`src/rtl/crp_pkg.sv`:
```
package crp_pkg;
  localparam int RC_W = 4;

  typedef struct packed {
    logic            late;
    logic            urun;
    logic            rlim;
    logic            coll;
    logic [RC_W-1:0] rcnt;
  } frame_stat_t;
endpackage

```
`src/rtl/crp_retry_tracker.sv`:
```
module crp_retry_tracker #(
  parameter int RC_W      = 4,
  parameter int WIN_LONG  = 16,
  parameter int WIN_SHORT = 4,
  localparam int BO_W     = $clog2(WIN_LONG)
) (
  input  logic            clk,
  input  logic            rst_n,
  input  logic            clr,
  input  logic            hit,
  input  logic [RC_W-1:0] limit,
  input  logic            win_short,
  output logic            allow,
  output logic [RC_W-1:0] attempts,
  output logic [BO_W-1:0] bo
);
  localparam logic [RC_W-1:0] RC_SAT = '1;

  logic [RC_W-1:0] att_d;
  logic [BO_W-1:0] bo_d;
  logic [BO_W-1:0] bo_last;
  logic            en;

  always_comb begin
    allow   = (limit == '0) || (attempts < limit);
    bo_last = win_short ? BO_W'(WIN_SHORT - 1) : BO_W'(WIN_LONG - 1);
    att_d   = attempts;
    bo_d    = bo;
    en      = 1'b0;
    if (clr) begin
      att_d = '0;
      bo_d  = '0;
      en    = 1'b1;
    end else if (hit && allow) begin
      en = 1'b1;
      if (attempts != RC_SAT) att_d = attempts + 1'b1;
      bo_d = (bo >= bo_last) ? '0 : bo + 1'b1;
    end
  end

  always_ff @(posedge clk or negedge rst_n) begin
    if (!rst_n) begin
      attempts <= '0;
      bo       <= '0;
    end else if (en) begin
      attempts <= att_d;
      bo       <= bo_d;
    end
  end
endmodule

```
`src/rtl/crp_part_monitor.sv`:
```
module crp_part_monitor #(
  parameter int THRESH = 62,
  localparam int CW    = $clog2(THRESH + 1)
) (
  input  logic clk,
  input  logic rst_n,
  input  logic coll_ev,
  input  logic tx_ok,
  input  logic rx_good,
  input  logic enable,
  output logic partitioned
);
  localparam logic [CW-1:0] CNT_SAT = '1;

  logic [CW-1:0] cnt, cnt_d;
  logic          part_d;

  always_comb begin
    cnt_d  = cnt;
    part_d = partitioned;
    if (partitioned && rx_good) begin
      part_d = 1'b0;
      cnt_d  = '0;
    end else begin
      if (tx_ok) cnt_d = '0;
      else if (coll_ev && cnt != CNT_SAT) cnt_d = cnt + 1'b1;
      if (enable && cnt_d >= CW'(THRESH)) part_d = 1'b1;
    end
  end

  always_ff @(posedge clk or negedge rst_n) begin
    if (!rst_n) begin
      cnt         <= '0;
      partitioned <= 1'b0;
    end else begin
      cnt         <= cnt_d;
      partitioned <= part_d;
    end
  end
endmodule

```
`src/rtl/coll_retry_ctrl.sv`:
```
module coll_retry_ctrl
  import crp_pkg::*;
#(
  parameter int PART_THRESH = 62,
  parameter int WIN_LONG    = 16,
  parameter int WIN_SHORT   = 4,
  localparam int BO_W       = $clog2(WIN_LONG)
) (
  input  logic            clk,
  input  logic            rst_n,
  input  logic            frame_start,
  input  logic            collision,
  input  logic            late_coll,
  input  logic            underrun,
  input  logic            tx_done,
  input  logic            abort,
  input  logic            rx_good,
  input  logic [RC_W-1:0] retry_limit,
  input  logic            trial_win4,
  input  logic            part_en,
  output logic            retry,
  output logic            give_up,
  output logic [BO_W-1:0] bo_count,
  output logic            status_valid,
  output logic            st_late,
  output logic            st_urun,
  output logic            st_rlim,
  output logic            st_coll,
  output logic [RC_W-1:0] st_rcnt,
  output logic            st_err,
  output logic            partitioned,
  output logic            rx_pass
);
  logic            active, active_d;
  logic            late_s, late_d, urun_s, urun_d, coll_s, coll_d;
  logic            retry_d, give_d, sv_d;
  frame_stat_t     stat_q, stat_d;
  logic            allow;
  logic [RC_W-1:0] attempts;
  logic            live, trk_clr, trk_hit, coll_ev, tx_ok;

  assign live    = active && !abort && !frame_start;
  assign trk_clr = frame_start && !abort;
  assign trk_hit = live && collision && !late_coll;
  assign coll_ev = live && collision;
  assign tx_ok   = live && !collision && tx_done && !late_s && !urun_s && !underrun;

  crp_retry_tracker #(
    .RC_W(RC_W), .WIN_LONG(WIN_LONG), .WIN_SHORT(WIN_SHORT)
  ) trk_i (
    .clk(clk), .rst_n(rst_n), .clr(trk_clr), .hit(trk_hit),
    .limit(retry_limit), .win_short(trial_win4),
    .allow(allow), .attempts(attempts), .bo(bo_count)
  );

  crp_part_monitor #(.THRESH(PART_THRESH)) part_i (
    .clk(clk), .rst_n(rst_n), .coll_ev(coll_ev), .tx_ok(tx_ok),
    .rx_good(rx_good), .enable(part_en), .partitioned(partitioned)
  );

  always_comb begin
    active_d = active;
    late_d   = late_s;
    urun_d   = urun_s;
    coll_d   = coll_s;
    retry_d  = 1'b0;
    give_d   = 1'b0;
    sv_d     = 1'b0;
    stat_d   = stat_q;
    if (abort) begin
      active_d = 1'b0;
    end else if (frame_start) begin
      active_d = 1'b1;
      late_d   = 1'b0;
      urun_d   = 1'b0;
      coll_d   = 1'b0;
    end else if (active) begin
      if (underrun) urun_d = 1'b1;
      if (collision) begin
        coll_d = 1'b1;
        if (late_coll) begin
          late_d = 1'b1;
        end else if (allow) begin
          retry_d = 1'b1;
        end else begin
          give_d      = 1'b1;
          sv_d        = 1'b1;
          active_d    = 1'b0;
          stat_d.late = late_d;
          stat_d.urun = urun_d;
          stat_d.rlim = 1'b1;
          stat_d.coll = 1'b1;
          stat_d.rcnt = attempts;
        end
      end else if (tx_done) begin
        sv_d        = 1'b1;
        active_d    = 1'b0;
        stat_d.late = late_d;
        stat_d.urun = urun_d;
        stat_d.rlim = 1'b0;
        stat_d.coll = coll_d;
        stat_d.rcnt = attempts;
      end
    end
  end

  always_ff @(posedge clk or negedge rst_n) begin
    if (!rst_n) begin
      active       <= 1'b0;
      late_s       <= 1'b0;
      urun_s       <= 1'b0;
      coll_s       <= 1'b0;
      retry        <= 1'b0;
      give_up      <= 1'b0;
      status_valid <= 1'b0;
      stat_q       <= '0;
    end else begin
      active       <= active_d;
      late_s       <= late_d;
      urun_s       <= urun_d;
      coll_s       <= coll_d;
      retry        <= retry_d;
      give_up      <= give_d;
      status_valid <= sv_d;
      if (sv_d) stat_q <= stat_d;
    end
  end

  assign st_late = stat_q.late;
  assign st_urun = stat_q.urun;
  assign st_rlim = stat_q.rlim;
  assign st_coll = stat_q.coll;
  assign st_rcnt = stat_q.rcnt;
  assign st_err  = stat_q.late | stat_q.urun | stat_q.rlim;
  assign rx_pass = rx_good && !partitioned;
endmodule

```
`config.mk`:
```
export PLATFORM = sky130hd
export DESIGN_NAME = coll_retry_ctrl
export DESIGN_NICKNAME = d
export VERILOG_FILES = /design/src/rtl/crp_pkg.sv /design/src/rtl/crp_retry_tracker.sv /design/src/rtl/crp_part_monitor.sv /design/src/rtl/coll_retry_ctrl.sv
export SDC_FILE = /design/constraint.sdc
export NUM_CORES = 1
export LEC_CHECK = 0
export ABC_AREA = 1
export BUFFER_PORTS_ARGS = -buffer_cell sky130_fd_sc_hd__buf_2
export CORE_MARGIN = 2
export CORE_UTILIZATION = 50
export CTS_CLUSTER_DIAMETER = 30
export DETAILED_ROUTE_END_ITERATION = 12
export GPL_ROUTABILITY_DRIVEN = 0
export HOLD_SLACK_MARGIN = 0.08
export PLACE_DENSITY = 0.88
export SYNTH_ARGS = -nofsm -noshare
export SYNTH_HDL_FRONTEND = slang
export SYNTH_HIERARCHICAL = 1
export SYNTH_SLANG_ARGS = --single-unit
```
`constraint.sdc`:
```
create_clock -name clk -period 1.5 [get_ports clk]
set_input_delay 0.075 -clock clk [delete_from_list [all_inputs] [get_ports clk]]
set_output_delay 0.075 -clock clk [all_outputs]
set_load 0.05 [all_outputs]
```
==> results_dict.tcl, run 1 <==
set metrics [dict create \
    clk_path_buf_depth 2 \
    final_common_cell "nand2_1" \
    outcome "finished, violations left" \
    combPwrFrac_pct 44.6 \
    wl_per_cell_um 13.3 \
    skew_ns 0.0104 \
    crit_family "simple AND/OR/NAND/NOR gates" \
    critPathBufInv 1 \
    core_um2 3390 \
    power.internal_uw 1630 \
    first_global_vias 1654 \
    maxCapViolCount 0 \
    synth_top_area_share_pct 42.0 \
    grtUsageTotal_pct 21.3 \
    ant_nets 0 \
    synth_cells 230 \
    setup_viol 18 \
    gr-total-overflow 0 \
    path_clk_slew_ns 0.10 \
    htree_levels 2 \
    yosysSeqAreaShare_pct 42.0 \
    final.min_clock_period_ns 1.60 \
    worst_setup_path_end_kind "flop" \
    ys_types 30 \
    tightest_slew_ns 0.660 \
    async_flop_share_pct 100 \
    synth_edf_count 0 \
    area_delta_synth_final_pct 39.8 \
    cts_buffers 5 \
    dieHeight_um 63.8 \
    synth_nets 253 \
    crit_arrival_ns 1.84 \
    rows 21 \
    vias 1770 \
    rsz0062_at_grt "true" \
    slew_viol_final 0 \
    yosys_warnings 6 \
    fin_ws_ns -0.103 \
    synthFlopType "dfrtp_1" \
    clockPowerShare_pct 18.1 \
    firstDrtPassIters 4 \
    hold_viol 0 \
    wl_um 4560 \
    cp-start-kind "flop" \
    yosysTopAreaCell "dfrtp_1" \
    power_density_nw_per_um2 1160 \
    dp_hpwl_um 2810 \
    worstSkewPairLatency_ns 0.34 \
    fin_area_um2 2500 \
    grt_pass1_wl_um 6900 \
    hold_path.class "input port to flop" \
    fmax_ghz 0.624 \
    viasPerCell 5.18 \
    clkSinkCount 30 \
    p_leak_uw 0.00135 \
    synth_seq_cells 30 \
    pin_count 33 \
    layout.nets 318 \
    path_max_fanout 6 \
    n_antenna_cell 0 \
    dr.first_iter.drc_count 98 \
    crit_chain "ha_4 -> nand2_2 -> inv_2 -> nand2_1 -> nand2_1 -> nand2_2 -> nor2_4 -> nand2_2 -> nand2_4 -> nand2_4 -> nand2_2 -> nand2_1" \
    synth_area_um2 1790 \
    antenna_found_initial 0 \
    worstSetupPathType "flop to flop" \
    pre_cts_ws_ns -0.0827 \
    cpMostUsedCell "nand2_2" \
    initial_core_util_pct 52.7 \
    synth_area_per_cell_um2 7.77 \
    layout_common_cells "49 x nand2_1, 32 x buf_2, 25 x dfrtp_1" \
    seq_power_share_pct 37.3 \
    crit_slowest_cell "dfrtp_1" \
    grt_max_degree 31 \
    die_area_um2 4070 \
    fin_hold_ws_ns 0.102 \
    cp.required_ns 1.73 \
    slew_headroom_pct 56.0 \
    yosys-top-cells-area "dfrtp_1 42%, nand2_1 14%, nand3_1 7.8%, ha_1 5.6%, inv_1 5.5%" \
    switching_share_pct 43.8 \
    clockRootBuffer "clkbuf_4" \
    placed_area_um2 2140 \
    layout_worst_path_cycle_share_pct 107 \
    drive_gt1_share_pct 46.6 \
    io_buffers 32 \
    fin_setup_tns_ns -1.32 \
    slowest_delay_ns 0.43 \
    violations "negative setup slack" \
    peakVddDrop_v 0.000602 \
    p_switching_uw 1270 \
    cts_tree "yes" \
    die_w_um 63.8 \
    drc 0 \
]
## path summary, 6_finish.rpt
| path | from | end | slack, ns | depth (start not counted) |
|---|---|---|---|---|
| max in group asynchronous | rst_n | trk_i/bo[1]$_DFFE_PN0P_ | 0.73 | 2 |
| min in group asynchronous | rst_n | part_i/cnt[5]$_DFF_PN0_ | 0.30 | 2 |
| worst max-delay path | trk_i/attempts[3]$_DFFE_PN0P_ | st_rlim$_DFFE_PN0P_ | -0.10 | 12 |
| worst max register to register | trk_i/attempts[3]$_DFFE_PN0P_ | st_rlim$_DFFE_PN0P_ | -0.10 | 12 |
| worst min-delay path | part_en | part_i/partitioned$_DFFE_PN0P_ | 0.10 | 5 |
| worst min register to register | st_rcnt[3]$_DFFE_PN0P_ | st_rcnt[3]$_DFFE_PN0P_ | 0.49 | 2 |
## what timing repair did
action / 4_1_cts / 5_1_grt
pin swaps: 1 / 17
resized for setup: 8 / 42
hold endpoints to repair: 34 / 0
setup buffers: 2 / 7
endpoints found under the setup margin: 20 / 23
hold buffers: 3 / 0
cloned: 2 / 0
## power by group through the flow
stage | Combinational [uW] | Sequential (uW) | Clock (uW)
after floorplan | 459 | 1370 | 0
after global placement | 1080 | 1070 | 0
after detailed placement | 1100 | 1080 | 0
after CTS | 1160 | 1060 | 534
after global routing | 1400 | 1100 | 573
final | 1290 | 1080 | 525
## synthesized netlist by cell type (all sizes together) (3+ instances only)
master / instances
nor2: 22
o21ai: 5
dfrtp: 30
nor3: 6
inv: 31
ha: 8
buf: 3
nand2: 78
nand4: 3
a21oi: 4
nand3: 30
xor2: 3
## worst min-delay path, cell delays in order
cell and delay, ns:
buf_2 0.09, nand4_1 0.08, nor2_1 0.04, nand2_1 0.07, a21oi_2 0.05
## routing by layer
layer / share of wire, % / GRT usage (%) / up-vias
li1: - / - / 859
met1: 40 / 26.1 / 841
met2: 53 / 36.5 / 58
met3: 4.5 / 3.70 / 12
met4: 2.8 / 9.78 / 0
met5: 0 / 0 / -
## per-stage QoR
step | utilization (%) | instances | total power, uW
after floorplan | - | 230 | 1830
after global routing | 73.7 | 342 | 3070
after CTS | 67.8 | 336 | 2760
final | 73.7 | 342 | 2900
after global placement | 63.0 | 321 | 2150
after detailed placement | 63.0 | 321 | 2180
## flip-flops by register name, summed over array words and instances, names as in the netlist, 4 cells and up
name and flops:
trk_i/bo 4, trk_i/attempts 4, part_i/cnt 6, st_rcnt 4
## cells by family (layout without fill, tap and decap cells)
kind of cell | count (synthesis) | in the layout | share of synthesized area (%)
AND/OR/NAND/NOR | 141 | 143 | 38.3
AO/OA/AOI/OAI | 12 | 12 | 3.99
adder cells (fa/ha/maj) | 8 | 8 | 5.60
buffers and inverters | 35 | 99 | 8.12
XOR/XNOR | 4 | 4 | 1.96
flip-flops | 30 | 30 | 42.0
## final cells by class
cell class	instances	area [um2]
multi-input cells	167	1110
clock buffers	6	51.3
clock inverters	2	12.5
repair buffers	59	387
fillers	228	891
well taps	46	57.6
flip-flops and latches	30	757
inverters	32	124
Power figures use the tool's default switching activity.
==> run 2, diff against run 1 <==
Settings changed: CORE_MARGIN 2 to 5.
==> run 2 against run 1 <==
Against the previous run:
- the flow still finishes with violations (negative setup slack)
- non-clock buffer count fell by 3
- clock skew is 0.0020 ns lower
- worst hold slack lost 0.015 ns
- clock-buffer cell count increased by 2
- largest cell class unchanged
==> results_dict.tcl, run 2 (synthesis gave the netlist of run 1 again) <==
set metrics [dict create \
    htree_levels 2 \
    cpMostUsedCell "nand2_1" \
    clkSinkCount 30 \
    combPwrFrac_pct 44.2 \
    vias 1738 \
    n_antenna_cell 0 \
    initial_core_util_pct 52.7 \
    final.min_clock_period_ns 1.63 \
    fmax_ghz 0.613 \
    crit_slowest_cell "dfrtp_1" \
    crit_arrival_ns 1.86 \
    wl_um 4380 \
    grtUsageTotal_pct 18.9 \
    grt_max_degree 31 \
    outcome "finished, violations left" \
    p_switching_uw 1210 \
    cts_tree "yes" \
    worst_setup_path_end_kind "flop" \
    cp.required_ns 1.73 \
    crit_chain "ha_4 -> nand2_2 -> inv_2 -> nand2_1 -> nand2_1 -> nand2_2 -> nor2_4 -> nand2_2 -> nand2_4 -> nand2_4 -> nand2_1 -> nand2_1" \
    power.internal_uw 1560 \
    skew_ns 0.00838 \
    wl_per_cell_um 12.9 \
    path_clk_slew_ns 0.09 \
    multiInputGateArea_um2 1020 \
    path_max_fanout 6 \
    first_global_vias 1760 \
    setup_viol 19 \
    final_common_cell "nand2_1" \
    dp_hpwl_um 2950 \
    clockPowerShare_pct 16.8 \
    rsz0062_at_grt "true" \
    viasPerCell 5.13 \
    violations "negative setup slack" \
    slowest_delay_ns 0.42 \
    placedCellCount 321 \
    cp-start-kind "flop" \
    drive_gt1_share_pct 36.9 \
    reg2reg_slack_ns -0.13 \
    die_area_um2 4870 \
    ff_latch_area_um2 756 \
    switching_share_pct 43.6 \
    slew_headroom_pct 55.0 \
    layout_worst_path_cycle_share_pct 109 \
    critPathBufInv 1 \
    seq_power_share_pct 39.0 \
    clockRootBuffer "clkbuf_4" \
    fill_cells 260 \
    cts_buffers 5 \
    gr-total-overflow 0 \
    worstSetupPathType "flop to flop" \
    area_delta_synth_final_pct 32.8 \
    worstSkewPairLatency_ns 0.34 \
    grt_pass1_wl_um 7490 \
    largest-register "part_i/cnt" \
    io_buffers 32 \
    maxCapViolCount 0 \
    layout_common_cells "61 x nand2_1, 32 x buf_2, 27 x nand3_1, 26 x dfrtp_1, 23 x inv_1" \
    power.total_uw 2760 \
    crit_family "simple AND/OR/NAND/NOR gates" \
    firstDrtPassIters 4 \
    pre_cts_ws_ns -0.0832 \
    pin_count 33 \
    fin_ws_ns -0.131 \
    hold_path.class "input port to flop" \
    final_cells 339 \
    ant_nets 0 \
    hold_viol 0 \
    dieHeight_um 69.8 \
    slew_viol_final 0 \
    layout.nets 315 \
    clk_path_buf_depth 2 \
    p_leak_uw 0.00133 \
    power_density_nw_per_um2 1160 \
    largest_reg_flops 6 \
    rows 21 \
    drc 0 \
    peakVddDrop_v 0.000606 \
    core_um2 3390 \
    tightest_slew_ns 0.675 \
    die_w_um 69.8 \
    dr.first_iter.drc_count 179 \
    antenna_found_initial 0 \
]
run 2: cell types whose count changed in the layout (fill, tap and decap cells not counted), sizes merged:
cell	previous run	this run
dlygate4sd3	3	4
clkbuf	6	8
buf	56	52
clkinv	2	1
clkinvlp	1	0
run 2: worst paths after layout:
kind | from | to | cells past startpoint
worst max-delay path | trk_i/attempts[3]$_DFFE_PN0P_ | st_rlim$_DFFE_PN0P_ | 12
worst min-delay path | collision | late_s$_DFFE_PN0P_ | 3
worst max register to register | trk_i/attempts[3]$_DFFE_PN0P_ | st_rlim$_DFFE_PN0P_ | 12
worst min register to register | st_rcnt[3]$_DFFE_PN0P_ | st_rcnt[3]$_DFFE_PN0P_ | 2
max in group asynchronous | rst_n | trk_i/bo[3]$_DFFE_PN0P_ | 2
min in group asynchronous | rst_n | part_i/cnt[4]$_DFF_PN0_ | 2
run 2: layout make-up:
type                       instances  share of cell area, %
timing repair buffer              56                   15.3
clock buffer                       8                   2.06
tap                               46                   2.43
sequential                        30                   31.9
multi-input combinational        167                   43.0
inverter                          32                   5.33
run 2: routing by layer:
metal / wire (um) / global-route usage [%]
met1: 1830 / 22.0
met2: 2280 / 32.1
met3: 184 / 4.78
met4: 90 / 8.94
met5: 0 / 0
run 2: timing repair:
| item | 4_1_cts | 5_1_grt |
|---|---|---|
| hold buffers | 3 | 1 |
| pin swaps | 9 | 3 |
| buffers inserted | 3 | 1 |
| hold endpoints to repair | 31 | 1 |
| setup endpoints to repair | 16 | 22 |
| resized for setup | 11 | 13 |
| gates cloned | 2 | 0 |
run 2: through the flow:
step / hold WS [ns] / area [um2] / utilization [%] / TNS, ns
after floorplan: -0.221 / 1810 / - / -0.555
after global placement: 0.137 / 2140 / 63.0 / -0.0565
after detailed placement: 0.147 / 2140 / 63.0 / -0.703
after CTS: 0.0823 / 2300 / 68.0 / -0.593
after global routing: 0.0957 / 2370 / 70.0 / -3.98
final: 0.0868 / 2370 / 70.0 / -1.68
run 2: power groups by stage:
stage / registers, uW / logic [uW] / clock network (uW)
after floorplan: 1370 / 459 / 0
after global placement: 1070 / 1090 / 0
after detailed placement: 1080 / 1110 / 0
after CTS: 1070 / 1160 / 469
after global routing: 1100 / 1320 / 498
final: 1080 / 1220 / 463
run 2: tightest hold or removal path: cells and delay by family:
family / cells / cell delay, ns
buffers and inverters: 1 / 0.15
and+or+nand+nor: 1 / 0.10
AOI/OAI and AO/OA: 1 / 0.06
